File: config.mk
export PLATFORM = sky130hd
export DESIGN_NAME = uart_cts_tx
export DESIGN_NICKNAME = d
export VERILOG_FILES = /design/src/rtl/uart_tx_pkg.sv /design/src/rtl/tx_fifo.sv /design/src/rtl/tx_baud.sv /design/src/rtl/tx_shifter.sv /design/src/rtl/uart_cts_tx.sv
export SDC_FILE = /design/constraint.sdc
export NUM_CORES = 1
export LEC_CHECK = 0
export BUFFER_PORTS_ARGS = -buffer_cell sky130_fd_sc_hd__buf_4
export CAP_MARGIN = 20
export CORE_AREA = 2 2 77 153
export CTS_BUF_LIST = sky130_fd_sc_hd__clkbuf_2 sky130_fd_sc_hd__clkbuf_4 sky130_fd_sc_hd__clkbuf_8
export DETAILED_ROUTE_END_ITERATION = 8
export DIE_AREA = 0 0 79 155
export PLACE_DENSITY_LB_ADDON = 0.05
export RECOVER_POWER = 25
export SYNTH_ARGS = -nofsm -noshare
export SYNTH_HDL_FRONTEND = slang
export SYNTH_SLANG_ARGS = --single-unit
File: constraint.sdc
create_clock -name clk -period 6 [get_ports clk]
set_clock_uncertainty 0.05 [all_clocks]
set_input_delay 1.5 -clock clk [delete_from_list [all_inputs] [get_ports clk]]
set_output_delay 1.5 -clock clk [all_outputs]
set_load 0.05 [all_outputs]
File: src/rtl/uart_tx_pkg.sv
package uart_tx_pkg;
  localparam int DATA_W  = 8;
  localparam int FRAME_W = DATA_W + 4;
  localparam int DIV_W   = 16;

  function automatic logic par_bit(input logic [DATA_W-1:0] d, input logic odd);
    return (^d) ^ odd;
  endfunction

  // LSB first: start, data, parity-or-stop, stop, stop
  function automatic logic [FRAME_W-1:0] frame_vec(input logic [DATA_W-1:0] d,
                                                   input logic pe, input logic odd);
    return {2'b11, (pe ? par_bit(d, odd) : 1'b1), d, 1'b0};
  endfunction

  function automatic logic [3:0] frame_bits(input logic pe, input logic two);
    return 4'(DATA_W + 2) + 4'(pe) + 4'(two);
  endfunction

  function automatic logic [DIV_W-1:0] div_last(input logic [DIV_W-1:0] div);
    return (div == '0) ? '0 : div - 1'b1;
  endfunction
endpackage

File: src/rtl/tx_fifo.sv
module tx_fifo #(
  parameter int W     = 8,
  parameter int DEPTH = 4
) (
  input  logic         clk,
  input  logic         rst_n,
  input  logic         wr_en,
  input  logic [W-1:0] wr_data,
  input  logic         rd_en,
  output logic [W-1:0] rd_data,
  output logic         full,
  output logic         empty,
  output logic         ovf
);
  localparam int PW = (DEPTH > 1) ? $clog2(DEPTH) : 1;
  localparam int CW = $clog2(DEPTH + 1);
  localparam logic [PW-1:0] LAST = PW'(DEPTH - 1);

  logic [W-1:0]  mem [DEPTH];
  logic [PW-1:0] wp, rp;
  logic [CW-1:0] count;
  logic          push_ok;

  assign full    = (count == CW'(DEPTH));
  assign empty   = (count == '0);
  assign push_ok = wr_en && !full;
  assign rd_data = mem[rp];

  always_ff @(posedge clk or negedge rst_n) begin
    if (!rst_n) begin
      wp <= '0; rp <= '0; count <= '0; ovf <= 1'b0;
    end else begin
      ovf <= wr_en && full;
      if (push_ok) wp <= (wp == LAST) ? '0 : wp + 1'b1;
      if (rd_en)   rp <= (rp == LAST) ? '0 : rp + 1'b1;
      count <= count + CW'(push_ok) - CW'(rd_en);
    end
  end

  always_ff @(posedge clk) begin
    if (push_ok) mem[wp] <= wr_data;
  end

  p_drop_when_full_r6: assert property (@(posedge clk) disable iff (!rst_n)
    (wr_en && full && !rd_en) |=> (count == CW'(DEPTH)));
  p_pop_nonempty_r5: assert property (@(posedge clk) disable iff (!rst_n)
    rd_en |-> !empty);
  p_status_excl_r11: assert property (@(posedge clk) disable iff (!rst_n)
    !(full && empty));
endmodule

File: src/rtl/tx_baud.sv
module tx_baud
  import uart_tx_pkg::*;
(
  input  logic             clk,
  input  logic             rst_n,
  input  logic             start,
  input  logic             run,
  input  logic [DIV_W-1:0] div,
  output logic             bit_end
);
  logic [DIV_W-1:0] cnt, last;

  assign bit_end = run && (cnt == last);

  always_ff @(posedge clk or negedge rst_n) begin
    if (!rst_n) begin
      cnt <= '0; last <= '0;
    end else if (start) begin
      cnt <= '0; last <= div_last(div);
    end else if (run) begin
      cnt <= bit_end ? '0 : cnt + 1'b1;
    end
  end

  p_cnt_in_range_r2: assert property (@(posedge clk) disable iff (!rst_n)
    run |-> (cnt <= last));
endmodule

File: src/rtl/tx_shifter.sv
module tx_shifter
  import uart_tx_pkg::*;
(
  input  logic              clk,
  input  logic              rst_n,
  input  logic              go,
  input  logic              bit_end,
  input  logic [DATA_W-1:0] data,
  input  logic              pe,
  input  logic              odd,
  input  logic              two,
  output logic              txd,
  output logic              busy
);
  logic [FRAME_W-1:0] sh;
  logic [3:0]         left;
  logic               last_bit;

  assign last_bit = bit_end && (left == 4'd0);

  always_ff @(posedge clk or negedge rst_n) begin
    if (!rst_n) begin
      sh <= '1; left <= '0; txd <= 1'b1; busy <= 1'b0;
    end else if (go) begin
      sh   <= frame_vec(data, pe, odd);
      left <= frame_bits(pe, two) - 4'd1;
      txd  <= 1'b0;
      busy <= 1'b1;
    end else if (last_bit) begin
      txd  <= 1'b1;
      busy <= 1'b0;
    end else if (bit_end) begin
      sh   <= {1'b1, sh[FRAME_W-1:1]};
      txd  <= sh[1];
      left <= left - 4'd1;
    end
  end

  p_busy_ends_on_bit_r8: assert property (@(posedge clk) disable iff (!rst_n)
    (busy && !bit_end) |=> busy);
  p_no_go_while_busy_r10: assert property (@(posedge clk) disable iff (!rst_n)
    busy |-> !go);
endmodule

File: src/rtl/uart_cts_tx.sv
module uart_cts_tx
  import uart_tx_pkg::*;
#(
  parameter int DEPTH = 4
) (
  input  logic              clk,
  input  logic              rst_n,
  input  logic              wr_en,
  input  logic [DATA_W-1:0] wr_data,
  input  logic              flow_en,
  input  logic              par_en,
  input  logic              par_odd,
  input  logic              two_stop,
  input  logic [DIV_W-1:0]  baud_div,
  input  logic              cts_n,
  output logic              txd,
  output logic              busy,
  output logic              fifo_full,
  output logic              fifo_empty,
  output logic              ovf
);
  logic              cts_m, cts_s;
  logic              cts_ok, frame_go, bit_end;
  logic [DATA_W-1:0] head;

  always_ff @(posedge clk or negedge rst_n) begin
    if (!rst_n) begin
      cts_m <= 1'b1; cts_s <= 1'b1;
    end else begin
      cts_m <= cts_n; cts_s <= cts_m;
    end
  end

  assign cts_ok   = !flow_en || !cts_s;
  assign frame_go = !busy && !fifo_empty && cts_ok;

  tx_fifo #(.W(DATA_W), .DEPTH(DEPTH)) u_fifo (
    .clk(clk), .rst_n(rst_n), .wr_en(wr_en), .wr_data(wr_data),
    .rd_en(frame_go), .rd_data(head), .full(fifo_full),
    .empty(fifo_empty), .ovf(ovf));

  tx_baud u_baud (
    .clk(clk), .rst_n(rst_n), .start(frame_go), .run(busy),
    .div(baud_div), .bit_end(bit_end));

  tx_shifter u_shift (
    .clk(clk), .rst_n(rst_n), .go(frame_go), .bit_end(bit_end),
    .data(head), .pe(par_en), .odd(par_odd), .two(two_stop),
    .txd(txd), .busy(busy));

  p_start_needs_cts_r7: assert property (@(posedge clk) disable iff (!rst_n)
    ($rose(busy) && $past(flow_en)) |-> $past(cts_s) == 1'b0);
  p_start_bit_low_r2: assert property (@(posedge clk) disable iff (!rst_n)
    $rose(busy) |-> !txd);
  p_idle_high_r4: assert property (@(posedge clk) disable iff (!rst_n)
    !busy |-> txd);
  p_ovf_single_r6: assert property (@(posedge clk) disable iff (!rst_n)
    ovf |-> $past(fifo_full));
endmodule

==> flow_summary.toml <==
[status]
status = "finished with violations"
violations = "capacitance limit, slew limit"

[sta]
tightest_slew_ns = 3.02
rsz0062_at_grt = "false"
finalCritPeriodShare = 0.646
max_slew_margin = -1.01
slew_violations = 58
setup_viol = 0
hold_violations = 0
max_freq_mhz = 258
holdWs_ns = 0.311
setup-tns-final_ns = 0
final.min_clock_period_ns = 3.87
fin_ws_ns = 2.13

[cells_and_area]
layout.nets = 451
antennaDiodeCount = 0
fin_util = 0.437
nFillCells = 1085
final_cell_area_mm2 = 0.00487
drive_gt1_frac = 0.172
final_cells = 554
syn2layout_area_growth_pct = 12.1

[clock_network]
numClockSinks = 89
cts_tree = "done"
cts_setup_buffers = 0
clk_pin_slew_worst_paths_ns = 0.08
tritoncts.num_buffers = 9
hold_buffers = 0
cts.htree.levels = 3
post_cts_resized = 0
worstSkewPairLatency_ns = 0.36
root_buffer = "clkbuf_8"
max-clock-path-buffers = 2

[routing]
viasPerCell = 5.15
drt-initial-drc-count = 170
avgRoutedWirePerCell_um = 15.7
drt-total-wl_mm = 8.68
drc = 0
ant_nets = 0
first_pass_iters = 4
vias = 2851

[power]
power_density_mw_per_mm2 = 293
vdd_drop_max_mv = 0.181
pwr-share-seq = 0.540
p_leak_nw = 1.95
clkPwrFrac = 0.267
total_power_mw = 1.43
p_int_uw = 992
swShare = 0.305
power.net_switching_uw = 436
power_frac_comb = 0.193

[flow_run]
drv_cap = 1

[global_route]
grt_first_pass_wirelength_mm = 14.3
use_met3 = 0.0244
grt_use_total = 0.152
grt_max_degree = 58
use_met2 = 0.248
grt_util_met1 = 0.196
busiest_layer = "met2"
antenna_found_initial = 0
grt_pass1_vias = 2878
overflow = 0

[floorplanning]
initial_core_util = 0.390
fp.dieH_um = 155
die_w_um = 79
die_area_mm2 = 0.0122
num_rows = 55
boundaryPins = 37
core_area_mm2 = 0.0111

[synthesis]
synth-main-ff-cell = "dfrtp_1"
syn_area_mm2 = 0.00434
yosys_register_bits = 89
ys_seq_area_frac = 0.553
syn_inst = 375
yosysMostFrequentCell = "dfrtp_1"
synth.top_cell.area_share = 0.259
post_synth.cell_area_avg_um2 = 11.6
syn_nets = 419
synthTopCellsByArea = "dfrtp_1 26%, edfxtp_1 22%, dfstp_2 7.3%"
yosys-top-cells-count = "45 x dfrtp_1, 40 x nand2_1, 32 x edfxtp_1, 31 x xnor2_1, 24 x nor2_1"
synth_edf_count = 32
async_flop_share = 0.640
ys_warn_count = 0
synth.distinct_cells = 47
synth_area_leader_cell = "dfrtp_1"

[critical_path]
path_buf_inv = 1
arrival_ns = 3.63
slowest_stage = "clkbuf_1"
required_ns = 5.76
crit_type = "input port to async pin"
start_kind = "input port"
crit_chain = "clkbuf_1"
path_delay_family = "buffers and inverters"
crit_path_end_kind = "async pin"
crit_fanout = 57
slowest_delay_ns = 2.09

[placed_design]
place_inst = 538
post_dp_cell_area_mm2 = 0.00472
hpwl_mm = 6.35
post-place-ws_ns = 1.87
gp_congestion = 0.842
io_buffer_count = 36

[worst_hold_path]
hold_class = "flop to flop"
## cell families (layout without fill, tap and decap cells)
logic type | after synthesis | after routing | share of synthesized area
and+or+nand+nor | 115 | 115 | 0.135
muxes | 19 | 19 | 0.0668
adders and majority gates | 12 | 12 | 0.0363
xor gates and xnor gates | 46 | 46 | 0.0927
DFF | 89 | 89 | 0.553
AOI/OAI and AO/OA | 63 | 63 | 0.0870
buffers and inverters | 31 | 68 | 0.0297
## final timing paths
check	slack, ns	cells past startpoint	endpoint	startpoint
max	2.13	1	u_baud.last[5]$_DFFE_PN0N_	rst_n
min	0.31	0	cts_s$_DFF_PN1_	cts_m$_DFF_PN1_
max reg2reg	2.85	6	u_shift.left[3]$_DFFE_PN0P_	u_baud.cnt[3]$_DFFE_PN0P_
min reg2reg	0.31	0	cts_s$_DFF_PN1_	cts_m$_DFF_PN1_
max in group clk	2.29	8	u_shift.left[0]$_DFFE_PN0P_	flow_en
min in group asynchronous	2.06	1	u_baud.cnt[0]$_DFFE_PN0P_	rst_n
## flip-flops by register name, summed over array words and instances (netlist names)
name / cells
u_baud.cnt: 16
u_fifo.mem: 32
u_fifo.wp: 2
u_fifo.count: 3
cts_m: 1
u_baud.last: 16
u_shift.busy: 1
u_fifo.ovf: 1
u_fifo.rp: 2
u_shift.txd: 1
cts_s: 1
u_shift.sh: 9
u_shift.left: 4
## power by group through the flow
stage               clock, mW  combinational [mW]  sequential [mW]
global route            0.418               0.312            0.780
global placement            0               0.275            0.781
detailed placement          0               0.284            0.785
floorplan                   0               0.190            0.772
finish                  0.381               0.276            0.771
CTS                     0.395               0.286            0.772
## final cells by class
class | count | area [µm²] | area share
inverter | 16 | 60.1 | 0.0123
clock inverter | 7 | 58.8 | 0.0121
timing repair buffer | 36 | 233 | 0.0478
multi-input combinational | 255 | 1810 | 0.372
sequential | 89 | 2400 | 0.493
clock buffer | 9 | 124 | 0.0254
tap | 142 | 178 | 0.0365
## cells in the final DEF (no fill, tap or decap), types with 3 or more instances in the layout
cell type  synthesis  final
dfstp_2           12     12
or3_1              4      4
a21oi_1           17     17
dfrtp_1           45     45
buf_4              0     25
inv_1             15     15
nand3_1            5      5
nor3_1             7      7
clkbuf_1           9     10
nand2_1           40     40
a21o_1             3      3
mux4_2             8      8
o21ai_0           23     23
xnor2_1           31     31
nor4_1             3      3
and3_1             5      5
clkbuf_8           0      9
inv_6              0      4
nor2b_1            4      4
xor2_1            15     15
ha_1              11     11
edfxtp_1          32     32
nand4_1            9      9
a31oi_1           12     12
mux2i_1           11     11
nor2_1            24     24
## per-layer routing
layer | part of all wire | up-vias
met4 | 0.028 | 0
met5 | 0 | -
met3 | 0.027 | 16
met2 | 0.49 | 43
li1 | - | 1401
met1 | 0.45 | 1391
Note: power is estimated with default switching activity, not from simulation.
